### src/rtl/cta_pkg.sv
package cta_pkg;

  localparam int unsigned MAG_W  = 6;
  localparam int unsigned TRIM_W = MAG_W + 2;

  typedef enum logic [1:0] {
    DIR_NONE = 2'd0,
    DIR_ADD  = 2'd1,
    DIR_SUB  = 2'd2,
    DIR_RSVD = 2'd3
  } dir_e;

  typedef struct packed {
    dir_e             dir;
    logic [MAG_W-1:0] mag;
  } trim_t;

  // Terminal count of a second; the adjustment applies only when active.
  function automatic int unsigned adj_limit(int unsigned nominal, dir_e dir,
                                            int unsigned mag, logic active);
    int unsigned base;
    base = nominal - 1;
    if (!active) return base;
    case (dir)
      DIR_ADD: return base + mag;
      DIR_SUB: return base - mag;
      default: return base;
    endcase
  endfunction

  // Index of the last second in the selected window.
  function automatic int unsigned window_last(logic short_sel, int unsigned short_s,
                                              int unsigned long_s);
    return short_sel ? (short_s - 1) : (long_s - 1);
  endfunction

endpackage

### src/rtl/cta_wr_sync.sv
module cta_wr_sync #(
  parameter int unsigned DW  = 8,
  parameter int unsigned DLY = 3
) (
  input  logic          clk,
  input  logic          rst_n,
  input  logic          tick,
  input  logic          load,
  input  logic [DW-1:0] ldata,
  output logic          fire,
  output logic [DW-1:0] fdata
);
  localparam int unsigned CW = $clog2(DLY + 1);

  logic [CW-1:0] cnt;
  logic [DW-1:0] hold;

  always_ff @(posedge clk or negedge rst_n) begin
    if (!rst_n) begin
      cnt  <= '0;
      hold <= '0;
    end else if (load) begin
      cnt  <= CW'(DLY);
      hold <= ldata;
    end else if (tick && cnt != '0) begin
      cnt <= cnt - 1'b1;
    end
  end

  assign fire  = tick && !load && (cnt == CW'(1));
  assign fdata = hold;

  AST_FIRE_SINGLE: assert property (@(posedge clk) disable iff (!rst_n)
    fire |=> !fire);

  AST_WAIT_ON_TICK: assert property (@(posedge clk) disable iff (!rst_n)
    (!tick && !load) |=> $stable(cnt));

endmodule

### src/rtl/cta_window_cnt.sv
module cta_window_cnt
  import cta_pkg::*;
#(
  parameter int unsigned SHORT_SECS = 10,
  parameter int unsigned LONG_SECS  = 60,
  parameter int unsigned CNT_W      = 6
) (
  input  logic clk,
  input  logic rst_n,
  input  logic step,
  input  logic restart,
  input  logic short_sel,
  output logic last_sec
);
  logic [CNT_W-1:0] cnt;
  logic [CNT_W-1:0] last_idx;

  assign last_idx = CNT_W'(window_last(short_sel, SHORT_SECS, LONG_SECS));
  assign last_sec = (cnt == last_idx);

  always_ff @(posedge clk or negedge rst_n) begin
    if (!rst_n)          cnt <= '0;
    else if (restart)    cnt <= '0;
    else if (step) begin
      if (last_sec)      cnt <= '0;
      else               cnt <= cnt + 1'b1;
    end
  end

  AST_CNT_IN_WINDOW: assert property (@(posedge clk) disable iff (!rst_n)
    cnt <= last_idx);

  AST_CNT_ADVANCE: assert property (@(posedge clk) disable iff (!rst_n)
    (step && !restart && !last_sec) |=> cnt == $past(cnt) + 1'b1);

  AST_CNT_CLOSE: assert property (@(posedge clk) disable iff (!rst_n)
    (step && !restart && last_sec) |=> cnt == '0);

  AST_RESTART_WINS: assert property (@(posedge clk) disable iff (!rst_n)
    restart |=> cnt == '0);

endmodule

### src/rtl/cta_limit.sv
module cta_limit
  import cta_pkg::*;
#(
  parameter int unsigned NOMINAL_CYC = 32768,
  parameter int unsigned LIM_W       = 16
) (
  input  logic             clk,
  input  logic             rst_n,
  input  trim_t            trim,
  input  logic             active,
  output logic [LIM_W-1:0] limit
);
  localparam int unsigned MAG_MAX = (1 << MAG_W) - 1;

  assign limit = LIM_W'(adj_limit(NOMINAL_CYC, trim.dir, int'(trim.mag), active));

  AST_NOMINAL_IDLE: assert property (@(posedge clk) disable iff (!rst_n)
    !active |-> limit == LIM_W'(NOMINAL_CYC - 1));

  AST_NOMINAL_NODIR: assert property (@(posedge clk) disable iff (!rst_n)
    (trim.dir == DIR_NONE || trim.dir == DIR_RSVD) |-> limit == LIM_W'(NOMINAL_CYC - 1));

  AST_LIMIT_BOUNDS: assert property (@(posedge clk) disable iff (!rst_n)
    (limit >= LIM_W'(NOMINAL_CYC - 1 - MAG_MAX)) && (limit <= LIM_W'(NOMINAL_CYC - 1 + MAG_MAX)));

endmodule

### src/rtl/cyc_trim_adj.sv
module cyc_trim_adj
  import cta_pkg::*;
#(
  parameter int unsigned NOMINAL_CYC = 32768,
  parameter int unsigned SHORT_SECS  = 10,
  parameter int unsigned LONG_SECS   = 60,
  parameter int unsigned SYNC_TICKS  = 3,
  parameter int unsigned DATA_W      = 8,
  parameter int unsigned ADDR_W      = 1
) (
  input  logic              clk,
  input  logic              rst_n,
  input  logic              tick32,
  input  logic              presc_wrap,
  input  logic              cal_reset,
  input  logic              wr_en,
  input  logic [ADDR_W-1:0] addr,
  input  logic [DATA_W-1:0] wdata,
  output logic [DATA_W-1:0] rdata,
  output logic [15:0]       sec_limit
);
  localparam int unsigned NUM_REGS  = 2;
  localparam int unsigned REG_TRIM  = 0;
  localparam int unsigned REG_CTRL  = 1;
  localparam int unsigned MAX_SECS  = (LONG_SECS > SHORT_SECS) ? LONG_SECS : SHORT_SECS;
  localparam int unsigned CNT_W     = $clog2(MAX_SECS);
  localparam int unsigned LIM_W     = 16;

  // Register write path: one delayed-apply stage per register.
  logic [NUM_REGS-1:0]             sync_fire;
  logic [NUM_REGS-1:0][DATA_W-1:0] sync_data;

  for (genvar g = 0; g < NUM_REGS; g++) begin : g_wsync
    logic hit;
    assign hit = wr_en && (addr == ADDR_W'(g));
    cta_wr_sync #(.DW(DATA_W), .DLY(SYNC_TICKS)) u_sync (
      .clk   (clk),
      .rst_n (rst_n),
      .tick  (tick32),
      .load  (hit),
      .ldata (wdata),
      .fire  (sync_fire[g]),
      .fdata (sync_data[g])
    );
  end

  // Applied register state.
  trim_t trim_q;
  logic  auto_en_q;
  logic  short_sel_q;

  logic  trim_apply;
  logic  ctrl_apply;
  logic  dir_busy;
  logic  sel_request;
  logic  sel_change;

  assign trim_apply  = sync_fire[REG_TRIM];
  assign ctrl_apply  = sync_fire[REG_CTRL];
  assign dir_busy    = (trim_q.dir != DIR_NONE);
  assign sel_request = sync_data[REG_CTRL][0];
  assign sel_change  = ctrl_apply && !dir_busy && (sel_request != short_sel_q);

  always_ff @(posedge clk or negedge rst_n) begin
    if (!rst_n) begin
      trim_q <= '{dir: DIR_NONE, mag: '0};
    end else if (trim_apply) begin
      trim_q <= trim_t'(sync_data[REG_TRIM][TRIM_W-1:0]);
    end
  end

  always_ff @(posedge clk or negedge rst_n) begin
    if (!rst_n) begin
      auto_en_q   <= 1'b0;
      short_sel_q <= 1'b0;
    end else if (ctrl_apply) begin
      auto_en_q <= sync_data[REG_CTRL][1];
      if (!dir_busy) short_sel_q <= sel_request;
    end
  end

  // Readback of applied values.
  always_comb begin
    rdata = '0;
    if (addr == ADDR_W'(REG_TRIM)) rdata[TRIM_W-1:0] = trim_q;
    else                           rdata[1:0]        = {auto_en_q, short_sel_q};
  end

  // Window counting.
  logic sec_step;
  logic win_restart;
  logic win_last;
  logic adj_active;

  assign sec_step    = tick32 && presc_wrap && auto_en_q;
  assign win_restart = cal_reset || sel_change || !auto_en_q;

  cta_window_cnt #(
    .SHORT_SECS (SHORT_SECS),
    .LONG_SECS  (LONG_SECS),
    .CNT_W      (CNT_W)
  ) u_window (
    .clk       (clk),
    .rst_n     (rst_n),
    .step      (sec_step),
    .restart   (win_restart),
    .short_sel (short_sel_q),
    .last_sec  (win_last)
  );

  assign adj_active = auto_en_q && win_last;

  cta_limit #(
    .NOMINAL_CYC (NOMINAL_CYC),
    .LIM_W       (LIM_W)
  ) u_limit (
    .clk    (clk),
    .rst_n  (rst_n),
    .trim   (trim_q),
    .active (adj_active),
    .limit  (sec_limit)
  );

  AST_SEL_FROZEN: assert property (@(posedge clk) disable iff (!rst_n)
    dir_busy |=> short_sel_q == $past(short_sel_q));

  AST_TRIM_HELD: assert property (@(posedge clk) disable iff (!rst_n)
    !trim_apply |=> $stable(trim_q));

  AST_CTRL_HELD: assert property (@(posedge clk) disable iff (!rst_n)
    !ctrl_apply |=> $stable(auto_en_q) && $stable(short_sel_q));

endmodule

### config.mk
export PLATFORM = sky130hd
export DESIGN_NAME = cyc_trim_adj
export DESIGN_NICKNAME = d
export VERILOG_FILES = /design/src/rtl/cta_pkg.sv /design/src/rtl/cta_wr_sync.sv /design/src/rtl/cta_window_cnt.sv /design/src/rtl/cta_limit.sv /design/src/rtl/cyc_trim_adj.sv
export SDC_FILE = /design/constraint.sdc
export NUM_CORES = 1
export LEC_CHECK = 0
export BUFFER_PORTS_ARGS = -buffer_cell sky130_fd_sc_hd__buf_4
export CAP_MARGIN = 10
export CORE_UTILIZATION = 35
export DETAILED_ROUTE_END_ITERATION = 12
export GPL_TIMING_DRIVEN = 0
export SLEW_MARGIN = 25
export SYNTH_ARGS = -nofsm -noshare
export SYNTH_HDL_FRONTEND = slang
export SYNTH_HIERARCHICAL = 1
export SYNTH_SLANG_ARGS = --single-unit
export TNS_END_PERCENT = 100
### constraint.sdc
create_clock -name clk -period 5.7 [get_ports clk]
set_input_delay 0.57 -clock clk [delete_from_list [all_inputs] [get_ports clk]]
set_output_delay 0.57 -clock clk [all_outputs]
set_load 0.05 [all_outputs]
==> out/results.ini <==
[synth]
avgSynthCellArea_um2 = 10.7
syn_nets = 199
yosys_warnings = 6
syn-cell-area_um2 = 1880
postSynthCellCount = 175

[placed_design]
place.port_buffers = 37
dp_cells = 282
hpwl_mm = 2.73
routabilityCongestion = 0.773

[grt]
grt_pass1_vias = 1337
track_usage_pct = 15.1
grt_pass1_wl_mm = 6.34
busiest_layer = met2
grt.met3_usage_pct = 4.15
grt_start_max_net_pins = 31
grt_use_met2_pct = 23.7
use_met1_pct = 20.5
antenna_found_initial = 0
grt-ovfl-total = 0

[critical_path]
worstPathMaxFanout = 10
slowest_stage = or4b_1
worstSetupEndpointType = output pin
critPathMaxStageDelay_ns = 0.53
startpoint = u_window/cnt[4]$_DFFE_PN0P_
r2r_start = g_wsync[1].u_sync/cnt[1]$_DFFE_PN0P_
cp-start-kind = register
critPathMostFrequentCell = buf_4
cp.required_ns = 5.13
crit_arrival_ns = 2.61
cp_cell_sequence = or4b_1 -> a211o_1 -> inv_1 -> and2_1 -> nor2b_1 -> buf_2 -> nand3_1 -> buf_4 -> buf_4
crit_type = register to output pin

[floorplanning]
die-area_um2 = 5660
io_pins = 39
core-area_um2 = 5140
rows = 26
die_w_um = 75.2
start_util_pct = 36.5
die_y_um = 75.2

[route]
remaining_drc_errors = 0
drt_first_pass_iters = 4
first_iter_violations = 70
wl_mm = 3.80
drtAntennaViolNets = 0
vias_per_cell = 4.90
dr_total_vias = 1422
wl_per_cell_um = 13.1

[sta]
fin_crit_ns = 3.18
skew_ns = 0.00473
min_period_over_period_pct = 55.8
setup-tns-final_ns = 0
slew_violations = 0
relSlewSlack_pct = 73.7
rsz0062_at_grt = no
hold_violations = 0
worst_slew_pin_slew_ns = 0.395
fmax_mhz = 314
setup_viol = 0

[clock_tree]
postCtsHoldBufs = 0
cts-htree-levels = 2
cts-resized-gates = 0
tritoncts = done
postCtsSetupRepairBufs = 0
clk_pin_slew_ns = 0.06
cts_root_buf = clkbuf_8
cts.sinks = 30
cts_buffers = 5
insertion_delay_ns = 0.28
cts_max_path_buffers = 2

[pwr]
power_w = 0.000906
ir_drop_uv = 184
power.leakage_nw = 1.09
power_density_nw_per_um2 = 388

[run_status]
outcome = completed

[final_layout]
antenna_cells = 0
layout_commonest_cell = buf_4
drive_gt1_share_pct = 38.6
final_cells = 290
fillers = 509
layout.nets = 243
final_cell_mix = buf_4, dfrtp_1, mux2_4, inv_1, nand3_1
area_delta_synth_final_pct = 24.3

[flow_run]
drv_cap = 0

[hold_path]
min_path_type = primary input to async pin

==> routing by layer <==
| layer | vias to the layer above | share of wire (%) |
|---|---|---|
| li1 | 704 | - |
| met1 | 677 | 48 |
| met2 | 35 | 46 |
| met3 | 6 | 4.7 |
| met4 | 0 | 1.3 |
| met5 | - | 0 |
==> layout make-up <==
cell class | count | area (µm²) | share of cell area, %
multi-input combinational | 120 | 995 | 42.6
sequential | 30 | 751 | 32.2
timing repair buffer | 37 | 278 | 11.9
tap | 70 | 87.6 | 3.75
clock buffer | 7 | 86.3 | 3.70
buffer | 11 | 78.8 | 3.38
inverter | 14 | 52.6 | 2.25
clock inverter | 1 | 5.00 | 0.214
==> worst max-delay path, delay by kind of cell, from the launching register on <==
| kind | cells | cell delay [ns] |
|---|---|---|
| AND/OR/NAND/NOR | 4 | 0.93 |
| AO/OA/AOI/OAI | 1 | 0.33 |
| flip-flops | 1 | 0.43 |
| buffers and inverters | 4 | 0.64 |
==> through the flow <==
stage	hold WS (ns)	cell area (µm²)	utilization [%]	worst slack, ns
after global routing	0.243	2330	45.4	2.37
after floorplan	0.274	1880	-	2.49
final	0.209	2330	45.4	2.52
after detailed placement	0.486	2240	43.6	2.66
after global placement	0.475	2240	43.6	2.71
after CTS	0.229	2330	45.4	2.50
==> worst paths after layout <==
| path | endpoint | slack (ns) | depth (start not counted) |
|---|---|---|---|
| max reg2reg | u_window/cnt[4]$_DFFE_PN0P_ | 3.24 | 9 |
| max | sec_limit[14] | 2.52 | 9 |
| min | u_window/cnt[5]$_DFFE_PN0P_ | 0.21 | 1 |
| min in group clk | auto_en_q$_DFFE_PN0P_ | 0.50 | 2 |
| max in group asynchronous | trim_q[3]$_DFFE_PN0P_ | 5.20 | 1 |
| min reg2reg | auto_en_q$_DFFE_PN0P_ | 0.50 | 2 |
==> sequential cells by signal (all words and copies together) (netlist names) <==
register / flops
auto_en_q: 1
g_wsync.u_sync/fdata: 10
trim_q: 8
g_wsync.u_sync/cnt: 4
u_window/cnt: 6
short_sel_q: 1
==> report_power, final <==
part	internal [W]	leakage [nW]	total [W]	switching [W]
sequential	0.000271	0.364	0.000349	0.0000781
combinational	0.000178	0.682	0.000380	0.000202
clock	0.0000973	0.0482	0.000178	0.0000803
No activity file was read; power rests on OpenSTA's default activity.
